File: config.mk
export PLATFORM = sky130hd
export DESIGN_NAME = tdec_top
export DESIGN_NICKNAME = d
export VERILOG_FILES = /design/src/rtl/tdec_pkg.sv /design/src/rtl/tdec_reload_reg.sv /design/src/rtl/tdec_counter.sv /design/src/rtl/tdec_ctrl.sv /design/src/rtl/tdec_top.sv
export SDC_FILE = /design/constraint.sdc
export NUM_CORES = 1
export LEC_CHECK = 0
export BUFFER_PORTS_ARGS = -buffer_cell sky130_fd_sc_hd__buf_2
export CAP_MARGIN = 20
export CORE_UTILIZATION = 35
export CTS_CLUSTER_DIAMETER = 100
export DETAILED_ROUTE_END_ITERATION = 7
export GPL_TIMING_DRIVEN = 1
export PLACE_DENSITY = 0.68
export SYNTH_ARGS = -nofsm -noshare
export SYNTH_HDL_FRONTEND = slang
export SYNTH_HIERARCHICAL = 1
export SYNTH_SLANG_ARGS = --single-unit
File: constraint.sdc
create_clock -name clk -period 3.6 [get_ports clk]
set_input_delay 0 -clock clk [delete_from_list [all_inputs] [get_ports clk]]
set_output_delay 0 -clock clk [all_outputs]
set_load 0.005 [all_outputs]
File: src/rtl/tdec_pkg.sv
package tdec_pkg;

    typedef enum logic [1:0] {
        ST_STOPPED  = 2'd0,
        ST_COUNTING = 2'd1,
        ST_FINAL    = 2'd2
    } tdec_state_e;

    typedef enum logic [2:0] {
        OP_HOLD    = 3'd0,
        OP_SW_LOAD = 3'd1,
        OP_DEC     = 3'd2,
        OP_RELOAD  = 3'd3,
        OP_CLEAR   = 3'd4
    } tdec_op_e;

endpackage

File: src/rtl/tdec_reload_reg.sv
module tdec_reload_reg #(
    parameter int W = 32
) (
    input  logic         clk,
    input  logic         rst_n,
    input  logic         wr_en,
    input  logic [W-1:0] wr_data,
    output logic [W-1:0] value,
    output logic         nonzero,
    output logic         is_one
);
    localparam logic [W-1:0] ONE = W'(1);

    always_ff @(posedge clk or negedge rst_n) begin
        if (!rst_n)     value <= '0;
        else if (wr_en) value <= wr_data;
    end

    assign nonzero = |value;
    assign is_one  = (value == ONE);

    // a write is visible exactly one edge later
    assert_reload_write_R9: assert property (@(posedge clk) disable iff (!rst_n)
        wr_en |=> value == $past(wr_data));
endmodule

File: src/rtl/tdec_counter.sv
module tdec_counter
    import tdec_pkg::*;
#(
    parameter int W = 32
) (
    input  logic         clk,
    input  logic         rst_n,
    input  tdec_op_e     op,
    input  logic [W-1:0] sw_data,
    input  logic [W-1:0] rld_data,
    output logic [W-1:0] count,
    output logic         is_two
);
    localparam logic [W-1:0] ONE = W'(1);
    localparam logic [W-1:0] TWO = W'(2);

    logic [W-1:0] count_nxt;

    always_comb begin
        count_nxt = count;
        unique case (op)
            OP_HOLD:    count_nxt = count;
            OP_SW_LOAD: count_nxt = sw_data;
            OP_DEC:     count_nxt = count - ONE;
            OP_RELOAD:  count_nxt = rld_data;
            OP_CLEAR:   count_nxt = '0;
            default:    count_nxt = count;
        endcase
    end

    always_ff @(posedge clk or negedge rst_n) begin
        if (!rst_n) count <= '0;
        else        count <= count_nxt;
    end

    assign is_two = (count == TWO);

    // a decrement step lowers the count by one
    assert_step_down_R3: assert property (@(posedge clk) disable iff (!rst_n)
        (op == OP_DEC) |=> count == $past(count) - ONE);

    // the controller never requests a decrement that would pass zero
    assert_no_underflow_R4: assert property (@(posedge clk) disable iff (!rst_n)
        (op == OP_DEC) |-> count > ONE);
endmodule

File: src/rtl/tdec_ctrl.sv
module tdec_ctrl
    import tdec_pkg::*;
(
    input  logic        clk,
    input  logic        rst_n,
    input  logic        sw_wr,
    input  logic        sw_zero,
    input  logic        sw_one,
    input  logic        tick,
    input  logic        rld_en,
    input  logic        rld_nonzero,
    input  logic        rld_one,
    input  logic        cnt_is_two,
    output tdec_op_e    op,
    output tdec_state_e state,
    output logic        evt
);
    tdec_state_e state_nxt;
    logic        fire;

    // next-state and datapath-operation selection
    always_comb begin
        state_nxt = state;
        op        = OP_HOLD;
        fire      = 1'b0;
        if (sw_wr) begin
            op = OP_SW_LOAD;
            if (sw_zero)     state_nxt = ST_STOPPED;
            else if (sw_one) state_nxt = ST_FINAL;
            else             state_nxt = ST_COUNTING;
        end else begin
            unique case (state)
                ST_STOPPED: begin
                    op = OP_HOLD;
                end
                ST_COUNTING: begin
                    if (tick) begin
                        op = OP_DEC;
                        if (cnt_is_two) state_nxt = ST_FINAL;
                    end
                end
                ST_FINAL: begin
                    if (tick) begin
                        fire = 1'b1;
                        if (rld_en && rld_nonzero) begin
                            op        = OP_RELOAD;
                            state_nxt = rld_one ? ST_FINAL : ST_COUNTING;
                        end else begin
                            op        = OP_CLEAR;
                            state_nxt = ST_STOPPED;
                        end
                    end
                end
                default: state_nxt = ST_STOPPED;
            endcase
        end
    end

    // state register
    always_ff @(posedge clk or negedge rst_n) begin
        if (!rst_n) state <= ST_STOPPED;
        else        state <= state_nxt;
    end

    // output register
    always_ff @(posedge clk or negedge rst_n) begin
        if (!rst_n) evt <= 1'b0;
        else        evt <= fire;
    end

    // an event only follows a tick taken in FINAL
    assert_evt_from_final_R4: assert property (@(posedge clk) disable iff (!rst_n)
        evt |-> ($past(state) == ST_FINAL && $past(tick) && !$past(sw_wr)));
endmodule

File: src/rtl/tdec_top.sv
module tdec_top
    import tdec_pkg::*;
#(
    parameter int W = 32
) (
    input  logic         clk,
    input  logic         rst_n,
    input  logic         tick_en,
    input  logic         cnt_wr_en,
    input  logic [W-1:0] cnt_wr_data,
    input  logic         rld_wr_en,
    input  logic [W-1:0] rld_wr_data,
    input  logic         rld_enable,
    output logic [W-1:0] count_val,
    output logic         zero_evt
);
    localparam logic [W-1:0] ONE = W'(1);

    logic [W-1:0] rld_q;
    logic         rld_nz;
    logic         rld_is_one;
    logic         cnt_two;
    tdec_op_e     op;
    tdec_state_e  state;

    tdec_reload_reg #(.W(W)) u_rld (
        .clk     (clk),
        .rst_n   (rst_n),
        .wr_en   (rld_wr_en),
        .wr_data (rld_wr_data),
        .value   (rld_q),
        .nonzero (rld_nz),
        .is_one  (rld_is_one)
    );

    tdec_ctrl u_ctrl (
        .clk         (clk),
        .rst_n       (rst_n),
        .sw_wr       (cnt_wr_en),
        .sw_zero     (cnt_wr_data == '0),
        .sw_one      (cnt_wr_data == ONE),
        .tick        (tick_en),
        .rld_en      (rld_enable),
        .rld_nonzero (rld_nz),
        .rld_one     (rld_is_one),
        .cnt_is_two  (cnt_two),
        .op          (op),
        .state       (state),
        .evt         (zero_evt)
    );

    tdec_counter #(.W(W)) u_cnt (
        .clk      (clk),
        .rst_n    (rst_n),
        .op       (op),
        .sw_data  (cnt_wr_data),
        .rld_data (rld_q),
        .count    (count_val),
        .is_two   (cnt_two)
    );

    // a software write always lands, whatever else happens that cycle
    assert_sw_wins_R8: assert property (@(posedge clk) disable iff (!rst_n)
        cnt_wr_en |=> (count_val == $past(cnt_wr_data) && !zero_evt));

    // a parked counter stays at zero without a write
    assert_parked_R5: assert property (@(posedge clk) disable iff (!rst_n)
        (count_val == '0 && !cnt_wr_en) |=> (count_val == '0 && !zero_evt));

    // a reload with a non-zero value takes that value
    assert_reload_R6: assert property (@(posedge clk) disable iff (!rst_n)
        (zero_evt && $past(rld_enable) && $past(rld_q) != '0) |-> count_val == $past(rld_q));

    // a zero reload value never reloads
    assert_zero_reload_R7: assert property (@(posedge clk) disable iff (!rst_n)
        (zero_evt && $past(rld_enable) && $past(rld_q) == '0) |-> count_val == '0);

    // the STOPPED state and a zero count go together
    assert_state_match_R5: assert property (@(posedge clk) disable iff (!rst_n)
        (state == ST_STOPPED) == (count_val == '0));
endmodule

==> results_dict.tcl <==
set metrics [dict create \
    power.combinational.fraction_pct 31.0 \
    vias 4552 \
    antenna_found_initial 0 \
    first_pass_iters 7 \
    antenna_cells_inserted 0 \
    failed_checks "DRC" \
    dominantRegCellSynth "dfrtp_1" \
    worstPathArrival_ns 3.61 \
    route.final.wire_length_mm 15.0 \
    antenna_left 0 \
    power.density_cell_area_nw_per_um2 536 \
    grt_remaining_overflow 0 \
    cp_cell_sequence "nor4_1, nand4_1, or3_1, nand2_1, nand3b_1, nor2_2, nor2b_1, nor2_1, a221o_1, a31oi_1, nor4_1" \
    die_y_um 112 \
    critPathRequiredTime_ns 3.82 \
    grt_setup_unrepaired "no" \
    report.final.slew_viol_count 0 \
    tritoncts_clock_tree "done" \
    post_dp_cell_area_um2 5010 \
    clk_pin_slew_worst_paths_ns 0.06 \
    timing.critical_path.max_delay_family "simple AND/OR/NAND/NOR gates" \
    hold_path_class "primary input to flop" \
    critical_path.max_stage_delay_ns 0.61 \
    fp.dieW_um 112 \
    signed_area_change_from_the_synthesized_netlist_to_the_final_layout_pct 34.1 \
    clock_tree.htree_level_count 3 \
    worst_skew_pair.late_latency_ns 0.34 \
    maxCapViolations 0 \
    drc 5 \
    synth-async-reset-ratio_pct 100 \
    grt_start_max_net_pins 43 \
    critPathMaxFanout 8 \
    postCtsSetupBuffers 0 \
    final_min_period_over_clock_period_pct 93.9 \
    yosysUniqueCellTypes 64 \
    netlist_area_um2 4250 \
    internal_dissipation_mw 1.97 \
    portBuffers 102 \
    fin_tns_setup_ns 0 \
    dieArea_um2 12600 \
    synth-edff-count 0 \
    skew_ns 0.00563 \
    switching_share_pct 35.5 \
    crit_buf_inv 0 \
    critPathSlowestCell "nor2_1" \
    grt_pass1_vias 4373 \
    dpl.hpwl_mm 11.1 \
    synth_seq_area_share_pct 39.5 \
    finalHoldViolCount 0 \
    power_frac_clock_pct 31.1 \
    max-vdd-ir-drop_mv 0.319 \
    grt_pass1_wl_mm 23.9 \
    final_net_count 677 \
    final_layout_size_suffix_gt1_share_pct 30.9 \
    timing_worst_setup_path_type "flop to flop" \
    clock_tree.root_cell "clkbuf_16" \
    cts_buffers 9 \
    wl_per_cell_um 20.0 \
    worst_pin_slew_ns 0.756 \
    power_frac_seq_pct 37.9 \
    synth_warnings 6 \
    end_kind "flop" \
    grtUsageTotal_pct 24.6 \
    status "finished, violations left" \
    synth_seq_cells 67 \
    start_util_pct 36.6 \
    final_design_area_no_fill_um2 5690 \
    detailedRoute.firstIterationViolations 393 \
    clk_path_buf_depth 2 \
    floorplan.core_area_um2 11600 \
    total_leakage_power_nw 2.35 \
    cts_sink_cnt 67 \
    synthesis.instances 459 \
    io_pins 103 \
    synthesis.area_per_instance_um2 9.25 \
    fp-row-count 39 \
    max-slew-margin-rel_pct 49.4 \
    reg2reg_setup_slack_ns 0.22 \
    cp_common_cell "nor4_1" \
    timing.final.crit_period_ns 3.38 \
    routabilityCongestion 0.936 \
    finalSetupViolCount 0 \
    avgViaCountPerCell 6.08 \
    filler_cell_count 1095 \
    postSynthNetCount 534 \
    worstSetupStartpointType "flop" \
    fmax_ghz 0.296 \
    total_switching_power_mw 1.08 \
]
[path summary, 6_finish.rpt]
check	from	endpoint	cells after the start
max in group asynchronous	rst_n	u_rld/value[19]	4
worst max register to register	u_rld/value[7]	u_cnt/count[19]	11
worst min-delay path	cnt_wr_data[24]	u_cnt/count[24]	3
worst min register to register	u_rld/value[1]	u_rld/value[1]	1
worst max-delay path	u_rld/value[7]	u_cnt/count[19]	11
min in group asynchronous	rst_n	u_cnt/count[28]	2
[registers in the layout (all words and copies together), names as in the netlist]
| signal | flops |
|---|---|
| u_cnt/count | 32 |
| u_rld/value | 32 |
| u_ctrl/state | 2 |
| u_ctrl/evt | 1 |
[power groups by stage]
stage	logic [mW]	clock network (mW)	registers [mW]
after global placement	0.880	0	1.16
after global routing	1.02	1.00	1.19
after CTS	0.924	0.958	1.15
after floorplan	0.543	0	1.08
after detailed placement	0.890	0	1.16
final	0.945	0.949	1.16
[cell usage after synthesis (5+ instances only)]
master / instances / area, µm²
buf_2: 5 / 25.0
o21ai_0: 24 / 120
a31oi_1: 10 / 62.6
or3_1: 6 / 37.5
nand2b_1: 5 / 31.3
nor4_1: 22 / 138
nor3_1: 22 / 110
nor2_1: 32 / 120
buf_1: 5 / 18.8
mux2i_1: 16 / 160
ha_1: 5 / 62.6
mux2_2: 34 / 383
inv_1: 13 / 48.8
nand2_1: 31 / 116
a21oi_1: 30 / 150
a211oi_1: 6 / 45.0
dfrtp_1: 67 / 1680
nand3_1: 6 / 30.0
nand4_1: 8 / 50.1
a221oi_1: 6 / 52.6
or4_1: 7 / 52.6
o22ai_1: 9 / 56.3
clkbuf_1: 18 / 67.6
[worst register-to-register path, delay by kind of cell, from the launching register on]
| kind | cells | cell delay (ns) |
|---|---|---|
| AOI/OAI and AO/OA | 2 | 0.32 |
| DFF | 1 | 0.39 |
| and+or+nand+nor | 9 | 2.57 |
[logic make-up (layout without fill, tap and decap cells)]
| group | Yosys count | count (layout) | synth area share [%] |
|---|---|---|---|
| and+or+nand+nor | 167 | 167 | 21.8 |
| muxes | 50 | 50 | 12.8 |
| DFF | 67 | 67 | 39.5 |
| AOI/OAI and AO/OA | 122 | 122 | 19.3 |
| buffers and inverters | 42 | 189 | 3.86 |
| xor gates and xnor gates | 4 | 4 | 0.825 |
| adders and majority gates | 7 | 7 | 1.94 |
[area by class of cell]
type | count | area, µm² | share of cell area, %
clock inverters | 5 | 77.6 | 1.36
inverters | 14 | 52.6 | 0.923
repair buffers | 160 | 1050 | 18.4
flip-flops and latches | 67 | 1680 | 29.4
multi-input cells | 350 | 2420 | 42.6
well taps | 143 | 179 | 3.14
clock buffers | 10 | 239 | 4.20
[per-stage QoR]
| step | worst slack [ns] | hold WS (ns) | instances | total power [mW] | util [%] |
|---|---|---|---|---|---|
| after global routing | 0.0867 | 0.0214 | 749 | 3.21 | 49.0 |
| after floorplan | 0.759 | -0.296 | 459 | 1.63 | - |
| after CTS | 0.356 | 0.0192 | 748 | 3.03 | 48.9 |
| after global placement | 0.448 | 0.215 | 698 | 2.04 | 43.1 |
| final | 0.219 | 0.0225 | 749 | 3.05 | 49.0 |
| after detailed placement | 0.374 | 0.231 | 698 | 2.05 | 43.1 |
[repair_timing]
action | CTS | global route
endpoints found under the hold margin | 75 | 0
setup endpoints to repair | 0 | 0
hold buffers | 35 | 0
resized for setup | 0 | 0
[layout by cell type, fill, tap and decap left out, drive strengths merged, types with 13 or more instances in the layout]
master / count
nor3: 22
nor2: 32
nor4: 25
mux2i: 16
inv: 13
nand2: 31
dlygate4sd3: 35
mux2: 34
dfrtp: 67
a21oi: 30
buf: 125
o21ai: 24
[metal layers]
metal / part of all wire (%) / vias up / track usage (%) / wire length (µm)
met2: 45 / 241 / 37.8 / 6790
met1: 44 / 2215 / 33.8 / 6570
met4: 2.6 / 0 / 10.8 / 385
met3: 8.4 / 31 / 4.70 / 1250
met5: 0 / - / 0 / 0
li1: - / 2065 / - / -
Power figures use the tool's default switching activity.
